$ cat config.mk
export PLATFORM = sky130hd
export DESIGN_NAME = adc_ctrl_reg
export DESIGN_NICKNAME = d
export VERILOG_FILES = /design/src/rtl/adc_ctrl_pkg.sv /design/src/rtl/adc_ctrl_wr_decode.sv /design/src/rtl/adc_ctrl_selfclr.sv /design/src/rtl/adc_ctrl_cal_steer.sv /design/src/rtl/adc_ctrl_reg.sv
export SDC_FILE = /design/constraint.sdc
export NUM_CORES = 1
export LEC_CHECK = 0
export BUFFER_PORTS_ARGS = -buffer_cell sky130_fd_sc_hd__buf_2
export CAP_MARGIN = 30
export CORE_MARGIN = 2
export CORE_UTILIZATION = 43
export DETAILED_ROUTE_END_ITERATION = 10
export PLACE_DENSITY = 0.78
export SYNTH_ARGS = -nofsm -noshare
export SYNTH_HDL_FRONTEND = slang
export SYNTH_SLANG_ARGS = --single-unit
$ cat constraint.sdc
create_clock -name clk -period 1.9 [get_ports clk]
set_input_delay 0.19 -clock clk [delete_from_list [all_inputs] [get_ports clk]]
set_output_delay 0.19 -clock clk [all_outputs]
set_load 0.005 [all_outputs]
$ cat src/rtl/adc_ctrl_pkg.sv
// Package: shared widths, address code and field layout of the control word.
// Assumes the 14 data bits keep the fixed layout the downstream logic decodes.
package adc_ctrl_pkg;
    localparam int WORD_W    = 16;
    localparam int DATA_W    = 14;
    localparam int ADDR_W    = WORD_W - DATA_W;
    localparam int CHAN_W    = 3;
    localparam int PWR_W     = 2;
    localparam int RSEL_W    = 2;
    localparam int CSEL_W    = 2;
    localparam logic [ADDR_W-1:0] CTRL_ADDR = '1;

    // Packed MSB-first in the same order as data bits 13..0.
    typedef struct packed {
        logic              in_se;
        logic [CHAN_W-1:0] chan;
        logic [PWR_W-1:0]  pwr;
        logic [RSEL_W-1:0] rsel;
        logic              ifm;
        logic              conv;
        logic              calsys;
        logic [CSEL_W-1:0] calsel;
        logic              calgo;
    } ctrl_fields_t;
endpackage

$ cat src/rtl/adc_ctrl_wr_decode.sv
// Module: address match and field split of an incoming serial word.
// Assumes wr_word is stable whenever wr_valid is high; purely combinational.
module adc_ctrl_wr_decode
    import adc_ctrl_pkg::*;
(
    input  logic                wr_valid,
    input  logic [WORD_W-1:0]   wr_word,
    output logic                hit,
    output ctrl_fields_t        fields
);
    // Accept only the control-register address.
    always_comb hit = wr_valid && (wr_word[WORD_W-1:DATA_W] == CTRL_ADDR);

    // Reinterpret the data bits as named fields.
    always_comb fields = ctrl_fields_t'(wr_word[DATA_W-1:0]);
endmodule

$ cat src/rtl/adc_ctrl_selfclr.sv
// Module: one register bit that loads on a write and clears on an event strobe.
// Assumes load and clr are synchronous to clk; load takes priority over clr.
module adc_ctrl_selfclr (
    input  logic clk,
    input  logic rst_n,
    input  logic load,
    input  logic load_val,
    input  logic clr,
    output logic q
);
    // Hold, load or clear the bit, with the write winning.
    always_ff @(posedge clk) begin
        if (!rst_n)    q <= 1'b0;
        else if (load) q <= load_val;
        else if (clr)  q <= 1'b0;
    end
endmodule

$ cat src/rtl/adc_ctrl_cal_steer.sv
// Module: routes the calibration-select bits to either a calibration type or
// a coefficient address, depending on whether a calibration is running.
// Assumes calgo is the registered calibration-start bit; combinational.
module adc_ctrl_cal_steer
    import adc_ctrl_pkg::*;
(
    input  logic              calgo,
    input  logic [CSEL_W-1:0] calsel,
    output logic [CSEL_W-1:0] cal_type,
    output logic              cal_type_valid,
    output logic [CSEL_W-1:0] coef_addr,
    output logic              coef_addr_valid
);
    // Present the select bits on exactly one of the two outputs.
    always_comb begin
        cal_type_valid  = calgo;
        coef_addr_valid = !calgo;
        cal_type        = calgo ? calsel : '0;
        coef_addr       = calgo ? '0 : calsel;
    end
endmodule

$ cat src/rtl/adc_ctrl_reg.sv
// Module: write-only control register of a sampling converter core.
// Latches accepted 14-bit words, self-clears the start and interface-mode
// bits on their end strobes, and issues one-cycle launch pulses.
// Assumes all inputs are synchronous to clk; reset is synchronous active-low.
module adc_ctrl_reg
    import adc_ctrl_pkg::*;
(
    input  logic              clk,
    input  logic              rst_n,
    input  logic              wr_valid,
    input  logic [WORD_W-1:0] wr_word,
    input  logic              eoc_stb,
    input  logic              eocal_stb,
    input  logic              eord_stb,
    output logic              in_single_ended,
    output logic [CHAN_W-1:0] chan_sel,
    output logic [PWR_W-1:0]  pwr_code,
    output logic [RSEL_W-1:0] rd_sel,
    output logic              din_bidir_en,
    output logic              conv_busy,
    output logic              conv_pulse,
    output logic              cal_mode_sys,
    output logic              cal_busy,
    output logic              cal_pulse,
    output logic [CSEL_W-1:0] cal_type,
    output logic              cal_type_valid,
    output logic [CSEL_W-1:0] coef_addr,
    output logic              coef_addr_valid
);
    localparam int NSC = 3;     // number of self-clearing bits

    logic              hit;
    ctrl_fields_t      fields;
    logic [CSEL_W-1:0] calsel_q;
    logic [NSC-1:0]    sc_val, sc_clr, sc_q;

    adc_ctrl_wr_decode u_dec (
        .wr_valid (wr_valid),
        .wr_word  (wr_word),
        .hit      (hit),
        .fields   (fields)
    );

    // Plain fields: loaded on an accepted write, otherwise held.
    always_ff @(posedge clk) begin
        if (!rst_n) begin
            in_single_ended <= 1'b0;
            chan_sel        <= '0;
            pwr_code        <= '0;
            rd_sel          <= '0;
            cal_mode_sys    <= 1'b0;
            calsel_q        <= '0;
        end else if (hit) begin
            in_single_ended <= fields.in_se;
            chan_sel        <= fields.chan;
            pwr_code        <= fields.pwr;
            rd_sel          <= fields.rsel;
            cal_mode_sys    <= fields.calsys;
            calsel_q        <= fields.calsel;
        end
    end

    // Pair each self-clearing bit with its clearing strobe.
    always_comb begin
        sc_val = {fields.ifm, fields.conv, fields.calgo};
        sc_clr = {eord_stb,   eoc_stb,     eocal_stb};
    end

    for (genvar i = 0; i < NSC; i++) begin : g_sc
        adc_ctrl_selfclr u_bit (
            .clk      (clk),
            .rst_n    (rst_n),
            .load     (hit),
            .load_val (sc_val[i]),
            .clr      (sc_clr[i]),
            .q        (sc_q[i])
        );
    end

    always_comb {din_bidir_en, conv_busy, cal_busy} = sc_q;

    // Launch pulses: one cycle, aligned with the busy flag first showing the write.
    always_ff @(posedge clk) begin
        if (!rst_n) begin
            conv_pulse <= 1'b0;
            cal_pulse  <= 1'b0;
        end else begin
            conv_pulse <= hit && fields.conv;
            cal_pulse  <= hit && fields.calgo;
        end
    end

    adc_ctrl_cal_steer u_steer (
        .calgo           (cal_busy),
        .calsel          (calsel_q),
        .cal_type        (cal_type),
        .cal_type_valid  (cal_type_valid),
        .coef_addr       (coef_addr),
        .coef_addr_valid (coef_addr_valid)
    );
endmodule

==> results of run 1 <==
==> registers in the layout, summed over array words and instances (netlist names) <==
| name | flops |
|---|---|
| in_single_ended | 1 |
| calsel_q | 2 |
| cal_mode_sys | 1 |
| cal_pulse | 1 |
| rd_sel | 2 |
| pwr_code | 2 |
| chan_sel | 3 |
| conv_pulse | 1 |
| g_sc.u_bit.q | 3 |
==> report_power, final <==
part	switching (mW)	internal (mW)
Clock	0.106	0.117
Sequential	0.00520	0.345
Combinational	0.0309	0.0339
Total	0.142	0.496
==> worst max-delay path: stages, from the launching register on <==
cell	delay (ns)
dfxtp_1	0.43
and2_1	0.15
buf_2	0.10
==> metal layers <==
layer  up-vias  track usage [%]
li1        289                -
met1       261             15.7
met2        20             30.9
met3         4             2.50
met4         0             14.5
met5         -                0
==> cell type report <==
type / count / area [µm²] / area share, %
timing repair buffer: 42 / 213 / 23.8
sequential: 16 / 320 / 35.8
inverter: 1 / 3.75 / 0.420
tap: 16 / 20.0 / 2.24
clock buffer: 4 / 36.3 / 4.06
multi-input combinational: 36 / 302 / 33.7
==> how the worst max path moves through the flow <==
stage | to | slack [ns] | cells after the start | start
6_report | cal_type[1] | 0.74 | 2 | g_sc[0].u_bit.q
5_1_grt | cal_type[1] | 0.67 | 2 | g_sc[0].u_bit.q
4_1_cts | cal_type[1] | 0.71 | 2 | g_sc[0].u_bit.q
3_5_place_dp | calsel_q[1] | 0.76 | 3 | wr_word[14]
3_3_place_gp | calsel_q[1] | 0.80 | 3 | wr_word[14]
2_1_floorplan | calsel_q[0] | 1.03 | 4 | wr_word[14]
==> cells by family (layout without fill, tap and decap cells) <==
logic type      count (synthesis)  after routing
flops                          16             16
compound gates                 14             14
simple gates                   22             22
buf+inv                         7             47
==> stage by stage <==
stage	instances	cell area, µm²
5_1_grt	115	895
3_3_place_gp	111	858
4_1_cts	115	895
2_1_floorplan	59	679
6_report	115	895
3_5_place_dp	111	858
==> cells in the final DEF, fill, tap and decap left out <==
| cell type | count |
|---|---|
| o2bb2ai_2 | 10 |
| clkbuf_8 | 1 |
| nor2b_1 | 2 |
| and3_1 | 1 |
| nand2_1 | 11 |
| o2bb2ai_1 | 4 |
| nand3b_1 | 3 |
| clkbuf_4 | 3 |
| inv_1 | 1 |
| and2_1 | 4 |
| buf_4 | 1 |
| and4_1 | 1 |
| dfxtp_1 | 16 |
| buf_2 | 41 |
==> metrics.txt, run 1 <==
status complete, no violations; CP max FO 8; Post-synth EDFFs 0; Ant. Diodes 0; met1 WL approximately 500 µm; count leader, synth dfxtp_1; Rows 14; WL met2 823 µm; Mapped Cells 59; CTS resizes 0; met3 wire length 69 µm; CP required 1.71 ns; xor-xnor portion of the synthesized cell area 0%; Synth Flop Type dfxtp_1; max-slew violations 0; Hold WC Path Type in -> reg; Hold Crit Start wr_word[7]; PD cells 713 nW/µm²; Area Growth Syn to Fin 31.7%; Syn. warnings 0; Critical R2R Launch g_sc[0].u_bit.q; CTS tree yes; area share of fa/ha/maj cells after synthesis 0%; critical path type reg -> out; max capacitance violation total 0; via count 574; register bit total from synthesis 16; R2R depth 2; Synth cell types 14; critical path arrival 0.97 ns; post-synthesis compound-gate area fraction 27.3%; R2R Path End g_sc[0].u_bit.q; Clk Tree Root Cell clkbuf_4; Async S/R FF share, synth 0%; hold buffer count at cts 0; Tot Pwr 0.638 mW; post-route setup slack 0.739 ns; min Tclk post-route 1.16 ns; worst hold path cell count 2; Mean Syn Cell Area around 12 µm²; top sig layer met4; fmax 861 MHz; Final Setup Violations 0; Clock Latency Late Sink 0.28 ns; initial antenna violation count 0; Ports 42; WHS Endpoint rd_sel[1]; share of cells above drive strength 1 56.6%; Mapped Area 679 µm²; DR WL/cell 12.4 µm; worst hold slack 0.100 ns; Max VDD drop 0.374 mV; drt pass-1 iters 4; main combinational cell family by area after synthesis compound AO/OA/AOI/OAI gates; largest net degree at the start of global routing 17; Tot GR Track Use 16.8%; static leakage 0.430 nW; Die Width ~44 µm; H-tree depth 1; vias in the first global route 573; DRC 0; Worst Setup End Kind output port; post-DP HPWL 1080 µm; Util after Layout approximately three fifths; Worst-path clk slew ~0.090 ns; clk buf depth 2; fillers ~130; worst slew pin tran 0.701 ns; detailed-route vias per instance 4.99; Slew headroom 53.2%; top cells by count, synth dfxtp_1, nand2_1, o2bb2ai_2; initial DRC count 7; die footprint 1910 µm²; initial core utilization 45.6%; total negative slack 0 ns; Final Skew 0 ns; top post-synthesis cells by area dfxtp_1, o2bb2ai_2, nand2_1; ANT nets after route 0; Core ar. 1490 µm²; Routed WL 1430 µm; R2R Setup Slk 1.11 ns; RSZ-0062 raised after global routing no; GP Congestion 0.633; grt ovf 0; Die Ht between 40 and 50 µm; final hold vios 0; simple-gate share of the synthesized area 17.1%; number of buffers added on ports about 40; post-synthesis mux area share 0%; CTS Sinks 16; Final nets 122; pre-CTS setup slack 0.755 ns; area leader, netlist dfxtp_1; Post-CTS Setup Repair Bufs 0; Worst setup SP type register; share of the synthesized area in the top cell type 47.1%; Post-Syn Nets 81; total CTS buffers 3; Tcrit/Tclk final 61.1%; first-pass GRT wire length roughly 2300 µm; Seq/Total Area, Yosys between 40 and 50%
(Power assumes the default switching activity.)
==> run 2, diff against run 1 <==
--- a/config.mk
+++ b/config.mk
@@ -8,9 +8,9 @@
 export BUFFER_PORTS_ARGS = -buffer_cell sky130_fd_sc_hd__buf_2
 export CAP_MARGIN = 30
 export CORE_MARGIN = 2
-export CORE_UTILIZATION = 43
+export CORE_UTILIZATION = 36
 export DETAILED_ROUTE_END_ITERATION = 10
-export PLACE_DENSITY = 0.78
+export PLACE_DENSITY = 0.7
 export SYNTH_ARGS = -nofsm -noshare
 export SYNTH_HDL_FRONTEND = slang
 export SYNTH_SLANG_ARGS = --single-unit
==> constraint.sdc (replaced) <==
create_clock -name clk -period 1 [get_ports clk]
set_input_delay 0.1 -clock clk [delete_from_list [all_inputs] [get_ports clk]]
set_output_delay 0.1 -clock clk [all_outputs]
set_load 0.005 [all_outputs]
==> metrics.txt, run 2 (same netlist as run 1, synthesis figures left out) <==
status complete, no violations; commonest non-fill, non-tap cell in the layout buf_2; Area Growth Syn to Fin 35.2%; Final Skew 0 ns (unchanged); Flop pwr share 60.0% (+5.1 points); CTS Sinks 16 (unchanged); Net Sw Power 0.244 mW (+71%); Worst Setup End Kind output port; min Tclk post-route between 0.9 and 1 ns; hold buffer count at cts 0 (unchanged); DR WL/cell 11.4 µm (-8.2%); initial DRC count 4 (-3); Ant. Diodes 0 (unchanged); Power Internal 0.863 mW (+74%); slowest CP cell dfxtp_4; Post-Layout Cell Count 124 (+7.8%); Max VDD drop 0.484 mV (+30%); max capacitance violation total 0 (unchanged); worst slew pin tran 0.697 ns (-0.00425 ns); Die Width 47.4 µm (+8.4%); Die Ht 47.4 µm (+8.4%); grt ovf 0 (unchanged); RSZ-0062 raised after global routing yes; CTS tree yes; Routed WL 1410 µm (-0.98%); Worst setup SP type register; Hold WC Path Type in -> reg; Core ar. 1750 µm² (+17%); Max stage delay on crit path 0.37 ns (-0.06 ns); Final Instance Area 918 µm² (+2.7%); Slew headroom 53.5% (+0.28 points); Worst-path clk slew 0.08 ns (about the same); Comb power frac 11.7% (+1.6 points); Ports 42 (unchanged); initial antenna violation count 0 (unchanged); fillers 181 (+35%); fmax a little over 1000 MHz; Final nets 123 (+0.82%); clk buf depth 2 (unchanged); drt pass-1 iters 4 (unchanged); Rows 15 (+1); detailed-route vias per instance 4.66 (-6.6%); Clk Tree Root Cell clkbuf_4; area of placed instances 890 µm² (+3.6%); Final Setup Violations 0 (unchanged); CP max FO 8 (unchanged); CP required 0.90 ns (-0.81 ns); Util after Layout 52.6% (-7.5 points); max-slew violations 0 (unchanged); PD cells 1210 nW/µm² (+69%); initial core utilization 38.9% (-6.7 points); Post-CTS Setup Repair Bufs 0 (unchanged); vias in the first global route 524 (-8.6%); critical path type reg -> out; CP Cell Sequence and2_1, buf_2; Worst Path Buf+Inv 1 (unchanged); sw frac 22.0% (-0.28 points); worst hold slack 0.0265 ns (-0.0738 ns); ANT nets after route 0 (unchanged); H-tree depth 1 (unchanged); number of buffers added on ports 41 (unchanged); Inst Count DP 121 (+9.0%); largest registers chan_sel: 3 flops, g_sc.u_bit.q: 3 flops; Clk pwr share 28.3% (-6.6 points); DRC 0 (unchanged); Tot GR Track Use 12.7% (-4.1 points); final hold vios 0 (unchanged); most frequent cells in the layout buf_2, dfxtp_1, nand2_1, o2bb2ai_2; share of cells above drive strength 1 59.6% (+3.0 points); largest net degree at the start of global routing 17 (unchanged); critical path arrival 0.89 ns (-0.08 ns); total CTS buffers 3 (unchanged); CP top delay family flip-flops; GP Congestion 0.632 (-0.17%); die footprint 2250 µm² (+18%); static leakage 0.432 nW (+0.52%); via count 578 (+0.70%); Tcrit/Tclk final 98.6%; post-DP HPWL 1110 µm (+2.9%); Clock Latency Late Sink 0.27 ns (about the same); first-pass GRT wire length 1990 µm (-12%)
-- run 2: cell count changes in the layout (fill, tap and decap cells not counted), sizes merged --
cell	change
buf	+1
clkbuf	-1
-- run 2: through the flow --
| step | worst slack [ns] | total power [mW] | TNS, ns |
|---|---|---|---|
| after floorplan | 0.224 | 0.739 | 0 |
| after global placement | -0.0360 | 0.809 | -0.193 |
| after detailed placement | -0.0756 | 0.813 | -0.528 |
| after CTS | -0.00572 | 1.12 | -0.00987 |
| after global routing | -0.0356 | 1.16 | -0.120 |
| final | 0.0139 | 1.11 | 0 |
-- run 2: what timing repair did --
action                                  4_1_cts  5_1_grt
gates resized for setup                       2        2
endpoints found under the setup margin        5        4
pin swaps                                     2        0
-- run 2: layer usage --
| metal | vias to the layer above | wire length, µm | track usage [%] |
|---|---|---|---|
| met5 | - | 0 | 0 |
| met4 | 0 | 0 | 5.00 |
| met3 | 0 | 116 | 3.40 |
| met2 | 25 | 784 | 25.1 |
| met1 | 267 | 510 | 12.1 |
| li1 | 286 | - | - |
-- run 2: final cells by class --
| cell class | instances | area [µm²] | share of cell area [%] |
|---|---|---|---|
| clock buffer | 3 | 22.5 | 2.45 |
| inverter | 1 | 3.75 | 0.409 |
| multi-input combinational | 36 | 302 | 32.8 |
| sequential | 16 | 327 | 35.6 |
| tap | 25 | 31.3 | 3.41 |
| timing repair buffer | 43 | 233 | 25.3 |
-- run 2: path summary, 6_finish.rpt --
kind | start | cells after the start | to | slack, ns
setup / recovery | g_sc[0].u_bit.q | 2 | cal_type[0] | 0.01
hold / removal | wr_word[5] | 2 | g_sc[2].u_bit.q | 0.03
setup reg to reg | g_sc[0].u_bit.q | 2 | g_sc[0].u_bit.q | 0.32
hold reg to reg | cal_mode_sys | 2 | cal_mode_sys | 0.47
-- run 2: power by group through the flow --
| stage | Sequential [mW] | Clock [mW] | Combinational [mW] |
|---|---|---|---|
| after floorplan | 0.682 | 0 | 0.0567 |
| after global placement | 0.680 | 0 | 0.129 |
| after detailed placement | 0.681 | 0 | 0.132 |
| after CTS | 0.664 | 0.328 | 0.132 |
| after global routing | 0.667 | 0.350 | 0.144 |
| final | 0.664 | 0.313 | 0.130 |
